## config.mk

```make
export PLATFORM = sky130hd
export DESIGN_NAME = codec_port_regs
export DESIGN_NICKNAME = d
export VERILOG_FILES = /design/src/rtl/codec_port_pkg.sv /design/src/rtl/codec_port_fifo.sv /design/src/rtl/codec_port_lock.sv /design/src/rtl/codec_port_regs.sv
export SDC_FILE = /design/constraint.sdc
export NUM_CORES = 1
export LEC_CHECK = 0
export BUFFER_PORTS_ARGS = -buffer_cell sky130_fd_sc_hd__buf_2
export CAP_MARGIN = 20
export CORE_ASPECT_RATIO = 0.5
export CORE_MARGIN = 1
export CORE_UTILIZATION = 59
export DETAILED_ROUTE_END_ITERATION = 12
export GPL_TIMING_DRIVEN = 1
export PLACE_DENSITY = 0.77
export SLEW_MARGIN = 20
export SYNTH_ARGS = -nofsm -noshare
export SYNTH_HDL_FRONTEND = slang
export SYNTH_SLANG_ARGS = --single-unit
```

## constraint.sdc

```tcl
create_clock -name clk -period 11.5 [get_ports clk]
set_input_delay 1.15 -clock clk [delete_from_list [all_inputs] [get_ports clk]]
set_output_delay 1.15 -clock clk [all_outputs]
set_load 0.01 [all_outputs]
```

## src/rtl/codec_port_pkg.sv

```systemverilog
package codec_port_pkg;

  localparam int unsigned WORD_W = 32;
  localparam int unsigned HALF_W = WORD_W / 2;

  // Next state of the lock bit. Order of precedence: hardware release,
  // then software release, then acquisition by a read that finds it clear.
  function automatic logic lock_next(input logic cur, input logic acq_rd,
                                     input logic sw_rel, input logic hw_rel);
    logic n;
    n = cur;
    if (acq_rd && !cur) n = 1'b1;
    if (sw_rel)         n = 1'b0;
    if (hw_rel)         n = 1'b0;
    return n;
  endfunction

  // Stereo word layout: right channel high, left channel low.
  function automatic logic [WORD_W-1:0] pack_stereo(input logic [HALF_W-1:0] right,
                                                    input logic [HALF_W-1:0] left);
    return {right, left};
  endfunction

endpackage

```

## src/rtl/codec_port_fifo.sv

```systemverilog
module codec_port_fifo #(
  parameter int unsigned W     = 32,
  parameter int unsigned DEPTH = 16,
  localparam int unsigned AW   = (DEPTH > 1) ? $clog2(DEPTH) : 1,
  localparam int unsigned CW   = $clog2(DEPTH + 1)
) (
  input  logic          clk,
  input  logic          rst_n,
  input  logic          push,
  input  logic [W-1:0]  din,
  input  logic          pop,
  output logic [W-1:0]  head,
  output logic          empty,
  output logic          full,
  output logic [CW-1:0] level
);

  localparam logic [CW-1:0] LVL_FULL = CW'(DEPTH);
  localparam logic [AW-1:0] PTR_LAST = AW'(DEPTH - 1);

  logic [W-1:0]  mem [DEPTH];
  logic [AW-1:0] wr_ptr, rd_ptr;
  logic          do_push, do_pop;

  assign empty   = (level == '0);
  assign full    = (level == LVL_FULL);
  assign do_push = push && !full;
  assign do_pop  = pop && !empty;
  assign head    = mem[rd_ptr];

  function automatic logic [AW-1:0] bump(input logic [AW-1:0] p);
    return (p == PTR_LAST) ? '0 : p + 1'b1;
  endfunction

  always_ff @(posedge clk) begin
    if (!rst_n) begin
      wr_ptr <= '0;
      rd_ptr <= '0;
      level  <= '0;
    end else begin
      if (do_push) wr_ptr <= bump(wr_ptr);
      if (do_pop)  rd_ptr <= bump(rd_ptr);
      case ({do_push, do_pop})
        2'b10:   level <= level + 1'b1;
        2'b01:   level <= level - 1'b1;
        default: level <= level;
      endcase
    end
  end

  always_ff @(posedge clk) begin
    if (do_push) mem[wr_ptr] <= din;
  end

endmodule

```

## src/rtl/codec_port_lock.sv

```systemverilog
module codec_port_lock (
  input  logic clk,
  input  logic rst_n,
  input  logic acq_rd,
  input  logic sw_rel,
  input  logic hw_rel,
  output logic held
);
  import codec_port_pkg::*;

  always_ff @(posedge clk) begin
    if (!rst_n) held <= 1'b0;
    else        held <= lock_next(held, acq_rd, sw_rel, hw_rel);
  end

endmodule

```

## src/rtl/codec_port_regs.sv

```systemverilog
module codec_port_regs #(
  parameter int unsigned ADDR_W     = 8,
  parameter int unsigned FIFO_DEPTH = 16,
  parameter logic [ADDR_W-1:0] LOCK_OFS = ADDR_W'(8'h20),
  parameter logic [ADDR_W-1:0] PCM_OFS  = ADDR_W'(8'h40),
  localparam int unsigned DW = codec_port_pkg::WORD_W,
  localparam int unsigned CW = $clog2(FIFO_DEPTH + 1)
) (
  input  logic              clk,
  input  logic              rst_n,
  input  logic [ADDR_W-1:0] bus_addr,
  input  logic              bus_rd,
  input  logic              bus_wr,
  input  logic [DW-1:0]     bus_wdata,
  output logic [DW-1:0]     bus_rdata,
  input  logic              cyc_done,
  input  logic              tx_pop,
  output logic [DW-1:0]     tx_data,
  output logic              tx_empty,
  output logic [CW-1:0]     tx_level,
  input  logic              rx_push,
  input  logic [DW-1:0]     rx_data,
  output logic              rx_full,
  output logic [CW-1:0]     rx_level,
  output logic              tx_overrun,
  output logic              rx_underrun
);

  // Named decode events, also observed by the bound checker.
  logic sel_lock, sel_pcm;
  logic rd_lock, wr_lock, rd_pcm, wr_pcm;
  logic lock_rel_sw, lock_q;
  logic tx_full, rx_empty;
  logic ovr_evt, und_evt;
  logic [DW-1:0] rx_head;

  assign sel_lock    = (bus_addr == LOCK_OFS);
  assign sel_pcm     = (bus_addr == PCM_OFS);
  assign rd_lock     = bus_rd && sel_lock;
  assign wr_lock     = bus_wr && sel_lock;
  assign rd_pcm      = bus_rd && sel_pcm;
  assign wr_pcm      = bus_wr && sel_pcm;
  assign lock_rel_sw = wr_lock && !bus_wdata[0];
  assign ovr_evt     = wr_pcm && tx_full;
  assign und_evt     = rd_pcm && rx_empty;

  codec_port_lock u_lock (
    .clk    (clk),
    .rst_n  (rst_n),
    .acq_rd (rd_lock),
    .sw_rel (lock_rel_sw),
    .hw_rel (cyc_done),
    .held   (lock_q)
  );

  codec_port_fifo #(.W(DW), .DEPTH(FIFO_DEPTH)) u_tx_fifo (
    .clk   (clk),
    .rst_n (rst_n),
    .push  (wr_pcm),
    .din   (bus_wdata),
    .pop   (tx_pop),
    .head  (tx_data),
    .empty (tx_empty),
    .full  (tx_full),
    .level (tx_level)
  );

  codec_port_fifo #(.W(DW), .DEPTH(FIFO_DEPTH)) u_rx_fifo (
    .clk   (clk),
    .rst_n (rst_n),
    .push  (rx_push),
    .din   (rx_data),
    .pop   (rd_pcm),
    .head  (rx_head),
    .empty (rx_empty),
    .full  (rx_full),
    .level (rx_level)
  );

  always_ff @(posedge clk) begin
    if (!rst_n) begin
      bus_rdata   <= '0;
      tx_overrun  <= 1'b0;
      rx_underrun <= 1'b0;
    end else begin
      if (ovr_evt) tx_overrun  <= 1'b1;
      if (und_evt) rx_underrun <= 1'b1;
      if (bus_rd) begin
        if (sel_lock)     bus_rdata <= {{(DW-1){1'b0}}, lock_q};
        else if (sel_pcm) bus_rdata <= rx_empty ? '0 : rx_head;
        else              bus_rdata <= '0;
      end
    end
  end

endmodule

```

==> results of run 1 <==
-- logic make-up after synthesis --
kind of cell	after synthesis	share of synthesized area, %
buf+inv	112	1.239
simple gates	131	1.704
flops	1093	77.03
fa+ha+maj	18	0.5400
mux	360	17.37
xor+xnor	9	0.1890
compound gates	118	1.920
-- worst min-delay path by stage --
stage | slack (ps) | to | cells past startpoint | start
4_1_cts | 470 | tx_overrun$_SDFFE_PN0P_ | 2 | tx_overrun$_SDFFE_PN0P_
2_1_floorplan | 470 | register | 2 | u_tx_fifo.rd_ptr[3]$_SDFFE_PN0N_
5_1_grt | 510 | tx_overrun$_SDFFE_PN0P_ | 2 | tx_overrun$_SDFFE_PN0P_
6_report | 470 | tx_overrun$_SDFFE_PN0P_ | 2 | tx_overrun$_SDFFE_PN0P_
3_3_place_gp | 450 | tx_overrun$_SDFFE_PN0P_ | 2 | tx_overrun$_SDFFE_PN0P_
3_5_place_dp | 460 | tx_overrun$_SDFFE_PN0P_ | 2 | tx_overrun$_SDFFE_PN0P_
-- report_power, final --
| part | total [W] | switching [W] | internal, W |
|---|---|---|---|
| Combinational | 0.000138 | 0.0000962 | 0.0000418 |
| Sequential | 0.00437 | 0.00000782 | 0.00436 |
| Clock | 0.00304 | 0.00137 | 0.00168 |
-- sequential cells by signal (all words and copies together), names as in the netlist, named ones only --
signal,cells
rx_underrun,1
u_tx_fifo.wr_ptr,4
u_tx_fifo.mem,512
u_tx_fifo.level,5
u_lock.held,1
u_tx_fifo.rd_ptr,4
u_rx_fifo.level,5
bus_rdata,32
u_rx_fifo.rd_ptr,4
u_rx_fifo.mem,512
u_rx_fifo.wr_ptr,4
tx_overrun,1
-- cell usage in the layout (no fill, tap or decap), types with 5 or more instances in the layout --
cell          n
clkbuf_16    91
mux2_2       32
mux4_2      288
clkbuf_1     25
dfxtp_1      62
nor3_2        5
nor2_1       22
inv_1         7
clkinv_1     13
buf_4        39
buf_2       156
nand2_1      19
clkinv_2     16
o211ai_1      5
dfxtp_4       5
a31oi_1       5
ha_1         18
nand3_1      16
o21ai_1      34
o21ai_0       5
bufinv_16     8
diode_2       7
edfxtp_1   1024
a32oi_1      31
nand2b_1      7
a21oi_1      17
xor2_1        9
nor2_4       14
mux2i_1      40
-- final cells by class --
type	instances	area share (%)
timing repair buffer	197	2.369
clock buffer	120	5.202
clock inverter	48	1.038
multi-input combinational	636	19.79
inverter	11	0.08854
sequential	1093	68.94
antenna	7	0.03756
tap	945	2.535
-- synth_stat cells (16+ instances only) --
cell,count,area share [%]
edfxtp_1,1024,74
mux4_2,288,16
dfxtp_1,69,3.3
clkbuf_1,53,0.48
mux2i_1,40,0.96
nor2_1,36,0.32
o21ai_1,34,0.41
mux2_2,32,0.86
a32oi_1,31,0.65
buf_2,29,0.35
nand2_1,19,0.17
ha_1,18,0.54
a21oi_1,17,0.20
nand3_1,16,0.19
-- per-stage QoR --
stage	setup WS, ps	area (um2)	std cells	utilization (%)
detailed placement	7303	43700	2882	62.95
global placement	7346	43700	2882	62.95
global route	6473	46630	3055	67.17
CTS	6600	46610	3050	67.14
floorplan	6813	41710	1841	-
finish	6699	46640	3057	67.17
-- per-layer routing --
layer / GRT usage [%] / part of all wire (%)
met1: 32.97 / 39
met5: 0 / 0.014
met3: 3.996 / 6.1
met2: 42.61 / 52
met4: 7.895 / 2.7
-- tightest hold or removal path: stages, from the launching register on --
cell     delay [ps]
dfxtp_1         330
a21oi_1          40
nor2_1           70
==> reports/qor.yml, run 1 <==
synth:
  synth_edf_count: 1024
  synth_sequential_area_ratio_pct: 77.03
  ys_ff_latch: 1093
  yosysWarnings: 0
  synthDistinctLibCells: 54
  syn_area_um2: 41710
  synth_fp_nets: 1938
  synth-async-reset-ratio_pct: 0
  syn_avg_cell_area_um2: 22.66
  synth_flop_cell: "edfxtp_1"
  syn-instance-count: 1841
grt:
  grt.total_usage_pct: 24.80
  grt_overflow: 0
  grt_max_degree: 113
  grt_pass1_wl_mm: 128.2
  antenna_found_initial: 7
  grt_pass1_vias: 19981
power_and_ir_drop:
  ir_drop_v: 0.0001048
  power_w: 0.007554
  p_per_area_nw_per_um2: 162.0
  p_leak_nw: 14.40
worst_setup_path:
  worst-endpoint-required_ps: 10350
  critPathSlowestCell: "buf_4"
  critPathTopFamily: "multiplexers"
  reg2reg_to: "u_rx_fifo.mem[0][8]$_DFFE_PP_"
  path_max_fanout: 49
  cp_num_buf_inv: 2
  cp_data_arrival_time_ps: 3650
  r2r-start: "u_rx_fifo.level[1]$_SDFFE_PN0P_"
  rrSetupSlack_ps: 8240
  crit_cells: 4
  cpPeakStageDelay_ps: 810
  crit_chain: "buf_4, mux4_2, mux4_2, buf_2"
  crit_path_start_kind: "register"
  crit_path_end: "tx_data[8]"
  worst-r2r-cell-count: 5
  crit_path_end_kind: "output port"
  path_common_cell: "mux4_2"
  path_class: "register to output port"
place:
  hpwl_mm: 42.23
  portBuffers: 156
  place.gp.congestion: 0.7670
clocking:
  post_cts_resized: 0
  htreeDepth: 3
  clk_pin_slew_ps: 70
  clkLatencyLatePin_ps: 660
  cts_buffers: 90
  hold_buffers: 0
  max-clock-path-buffers: 3
  clock_sinks: 1093
  cts_root_buffer: "clkbuf_16"
  post-cts-setup-buffers: 0
  cts_tree: "done"
floorplan:
  die_area_um2: 71830
  rows: 68
  die_w_um: 378.0
  top_level_ports: 157
  initial_core_util_pct: 60.08
  die_h_um: 190.0
  coreArea_um2: 69430
route:
  drt_wl_total_mm: 87.08
  drt_iter0_drc: 1999
  viasPerCell: 6.369
  dr.pass1.iters: 5
  wl_per_cell_um: 28.48
  postRouteAntennaNets: 0
  drc: 0
  vias: 19469
min_path:
  min_path_type: "register to register"
sta:
  clock_skew_ps: 25.40
  finalSetupViolCount: 0
  worst_hold_slack_ps: 475.0
  final.min_clock_period_ps: 4801
  fin_setup_tns_ps: 0
  fmax_mhz: 208.3
  relSlewSlack_pct: 26.66
  hold_viol_final: 0
  rsz0062_at_grt: "no"
  slew_viol_final: 0
  fin_crit_sh_pct: 41.75
  worst_slew_pin_slew_ps: 1100
run_status:
  status: "finished clean"
layout:
  drive_gt1_share_pct: 33.16
  area_growth_pct: 11.81
  nFillCells: 4246
  multi_input_area_um2: 9228
  fin_nets: 2126
  seq_area_um2: 32150
run:
  maxCapViolations: 0
No activity file was read; power rests on OpenSTA's default activity.
==> run 2: changes to the inputs <==
--- a/config.mk
+++ b/config.mk
@@ -5,6 +5,7 @@
 export SDC_FILE = /design/constraint.sdc
 export NUM_CORES = 1
 export LEC_CHECK = 0
+export ABC_AREA = 1
 export BUFFER_PORTS_ARGS = -buffer_cell sky130_fd_sc_hd__buf_2
 export CAP_MARGIN = 20
 export CORE_ASPECT_RATIO = 0.5
@@ -12,7 +13,7 @@
 export CORE_UTILIZATION = 59
 export DETAILED_ROUTE_END_ITERATION = 12
 export GPL_TIMING_DRIVEN = 1
-export PLACE_DENSITY = 0.77
+export PLACE_DENSITY = 0.76
 export SLEW_MARGIN = 20
 export SYNTH_ARGS = -nofsm -noshare
 export SYNTH_HDL_FRONTEND = slang
==> constraint.sdc (replaced) <==
create_clock -name clk -period 4.44 [get_ports clk]
set_input_delay 0.444 -clock clk [delete_from_list [all_inputs] [get_ports clk]]
set_output_delay 0.444 -clock clk [all_outputs]
set_load 0.01 [all_outputs]
==> run 2 against run 1 <==
Net effect: cell count rose by 70%; global-route usage increased by 2.7 points; via count up 53%; count of clock-buffer cells in the layout is 6 higher; wire length up 21%; non-clock buffer count up 23; clock power grew to 2.7 times the previous value; worst setup slack worse by 5700 ps; critical path type unchanged; critical endpoint is now tx_data[17]; largest cell class unchanged.
==> reports/qor.yml, run 2 <==
sta:
  slew_viol_final: 0  # unchanged
  fin_crit_sh_pct: 76.91
  worst_slew_pin_slew_ps: 1112  # +11.91 ps
  clock_skew_ps: 29.03  # +3.630 ps
  setup_ws_ps: 1025  # -5674 ps
  rsz0062_at_grt: "no"
  hold_viol_final: 0  # unchanged
  fmax_mhz: 292.9
  final.min_clock_period_ps: 3415
  finalSetupViolCount: 0  # unchanged
  relSlewSlack_pct: 25.86  # -0.79 points
  fin_setup_tns_ps: 0  # unchanged
route:
  drt_iter0_drc: 3216  # +61%
  dr.pass1.iters: 5  # unchanged
  postRouteAntennaNets: 0  # unchanged
  viasPerCell: 5.735  # -10%
  drc: 0  # unchanged
  vias: 29787  # +53%
  wl_per_cell_um: 20.35  # -29%
  drt_wl_total_mm: 105.7  # +21%
clocking:
  cts_root_buffer: "clkbuf_16"
  post_cts_resized: 0  # unchanged
  cts_buffers: 91  # +1.1%
  htreeDepth: 3  # unchanged
  clk_pin_slew_ps: 70  # about the same
  hold_buffers: 1  # +1
  clock_sinks: 1093  # unchanged
  post-cts-setup-buffers: 0  # unchanged
  clkLatencyLatePin_ps: 680  # +20 ps
  cts_tree: "done"
  max-clock-path-buffers: 3  # unchanged
synth:
  synthDistinctLibCells: 30  # -44%
  synthMostInstantiatedCell: "edfxtp_1"
  syn-instance-count: 4002  # +120%
  synth_area_leaders: "edfxtp_1, nand2_1, nand3_1"
  netlist.top_cell.by_area: "edfxtp_1"
  ys_ff_latch: 1093  # unchanged
  synth_sequential_area_ratio_pct: 71.43  # -5.6 points
  synth_common_cells: "edfxtp_1, nand2_1, nand3_1"
  synth_flop_cell: "edfxtp_1"
  syn_area_um2: 44980  # +7.8%
  synth-async-reset-ratio_pct: 0  # unchanged
  synth_fp_nets: 4099  # +110%
  syn_avg_cell_area_um2: 11.24  # -50%
  netlist.area_leader.share_pct: 68.36  # -5.4 points
  yosysWarnings: 0  # unchanged
  synth_edf_count: 1024  # unchanged
power_and_ir_drop:
  p_sw_w: 0.006124  # +320%
  p_clk_share_pct: 35.5  # -4.8 points
  sw_frac_of_total_pct: 26.57  # +7.1 points
  ir_drop_v: 0.0005294  # +410%
  p_leak_nw: 18.90  # +31%
  p_per_area_nw_per_um2: 459.2  # +180%
  pwr-share-comb_pct: 14.6  # +13 points
  power_w: 0.02305  # +210%
  internal_power_w: 0.01693  # +180%
  pwr-share-seq_pct: 49.9  # -8.0 points
worst_setup_path:
  worst-endpoint-required_ps: 4000  # -6350 ps
  crit_chain: "inv_8, buf_12, nor2_1, nor2_1, o21ai_0, o211ai_1, nand3_1, nand2_1, buf_2"
  crit_path_start_kind: "register"
  cp_data_arrival_time_ps: 2970  # -680 ps
  path_common_cell: "nor2_1"
  critPathTopFamily: "buffers and inverters"
  path_max_fanout: 128  # +160%
  cp_num_buf_inv: 3  # +1
  critPathSlowestCell: "inv_8"
  cpPeakStageDelay_ps: 490  # -320 ps
  path_class: "register to output port"
  r2r-start: "u_rx_fifo.level[0]$_SDFFE_PN0P_"
  crit_path_end_kind: "output port"
layout:
  fin_nets: 4190  # +97%
  drive_gt1_share_pct: 9.882  # -23 points
  mostFrequentLayoutCell: "edfxtp_1"
  multi_input_area_um2: 10430  # +13%
  area_growth_pct: 11.60
  final_util_pct: 66.63  # -0.54 points
  mostFrequentLayoutCells: "edfxtp_1, nand2_1, nand3_1"
  seq_area_um2: 32150  # about the same
  nFillCells: 5325  # +25%
  reg_top3: "u_rx_fifo.mem x512, u_tx_fifo.mem x512, bus_rdata x32"
  stdcell_area_um2: 50200  # +7.6%
run:
  maxCapViolations: 0  # unchanged
grt:
  antenna_found_initial: 2  # -5
  grt_pass1_wl_mm: 163.0  # +27%
  grt.total_usage_pct: 27.52  # +2.7 points
  grt_pass1_vias: 28945  # +45%
  grt_overflow: 0  # unchanged
  grt_max_degree: 257  # +130%
floorplan:
  top_level_ports: 157  # unchanged
  die_w_um: 392.5  # +3.8%
  initial_core_util_pct: 59.71  # -0.37 points
  rows: 71  # +4.4%
  die_area_um2: 77410  # +7.8%
  coreArea_um2: 75330  # +8.5%
  die_h_um: 197.2  # +3.8%
place:
  placed_area_um2: 46960  # +7.4%
  hpwl_mm: 58.88  # +39%
  place.gp.congestion: 0.8569  # +12%
  dp_slack_ps: 1377  # -5926 ps
  portBuffers: 156  # unchanged
run_status:
  status: "finished clean"
min_path:
  min_path_type: "input pin to register"
  min_from: "bus_rd"
-- run 2: cell count changes after synthesis, moves of 31 or more --
cell,previous run,this run
a21oi_1,17,54
a32oi_1,31,0
buf_2,29,92
clkbuf_1,53,95
inv_1,7,437
mux2_2,32,0
mux2i_1,40,0
mux4_2,288,0
nand2_1,19,832
nand3_1,16,445
nor2_1,36,443
o211ai_1,5,128
o21ai_0,5,263
-- run 2: per-stage QoR --
| stage | cells | hold slack, ps |
|---|---|---|
| 2_1_floorplan | 4002 | 423.9 |
| 3_3_place_gp | 5006 | 432.0 |
| 3_5_place_dp | 5014 | 444.8 |
| 4_1_cts | 5184 | 25.33 |
| 5_1_grt | 5192 | 66.95 |
| 6_report | 5194 | 72.21 |
-- run 2: power groups by stage --
| stage | Combinational, W | Sequential (W) | Clock (W) |
|---|---|---|---|
| final | 0.00337 | 0.0115 | 0.00819 |
| after global routing | 0.00376 | 0.0115 | 0.00865 |
| after CTS | 0.00338 | 0.0115 | 0.00826 |
| after detailed placement | 0.00335 | 0.0117 | 0 |
| after global placement | 0.00323 | 0.0117 | 0 |
| after floorplan | 0.00231 | 0.0116 | 0 |
-- run 2: final timing paths --
check,endpoint,slack [ps],depth (start not counted)
worst max-delay path,tx_data[17],1030,9
worst min-delay path,u_lock.held$_SDFFE_PP0P_,70,3
worst max register to register,u_rx_fifo.mem[1][6]$_DFFE_PP_,1410,9
worst min register to register,u_lock.held$_SDFFE_PP0P_,450,2
-- run 2: kinds of logic (layout without fill, tap and decap cells) --
logic type	Yosys count	count (layout)	synth area share [%]
fa+ha+maj	18	18	0.5007
flops	1093	1093	71.43
other cells	0	3	0
compound gates	481	481	6.086
xor+xnor	13	13	0.2531
simple gates	1733	1733	15.82
buf+inv	664	831	5.906
-- run 2: layout make-up --
class	instances	area share, %
Inverter	442	3.335
Clock inverter	43	0.7378
Multi-Input combinational cell	2245	20.78
Sequential cell	1093	64.05
Tap cell	1022	2.547
Clock buffer	126	5.317
Timing Repair Buffer	220	3.215
Antenna cell	3	0.01496
-- run 2: worst register-to-register path, delay by kind of cell (launching register included) --
family	cells	cell delay, ps
simple gates	6	1630
flops	1	430
buf+inv	3	650
-- run 2: per-layer routing --
| layer | routed length [um] | vias to the layer above | GRT usage (%) | part of all wire, % |
|---|---|---|---|---|
| met3 | 7937 | 210 | 4.119 | 7.5 |
| met1 | 42480 | 14488 | 36.87 | 40 |
| met2 | 51950 | 1303 | 46.09 | 49 |
| met5 | 0 | - | 0 | 0 |
| met4 | 3332 | 0 | 10.07 | 3.2 |
| li1 | - | 13786 | - | - |
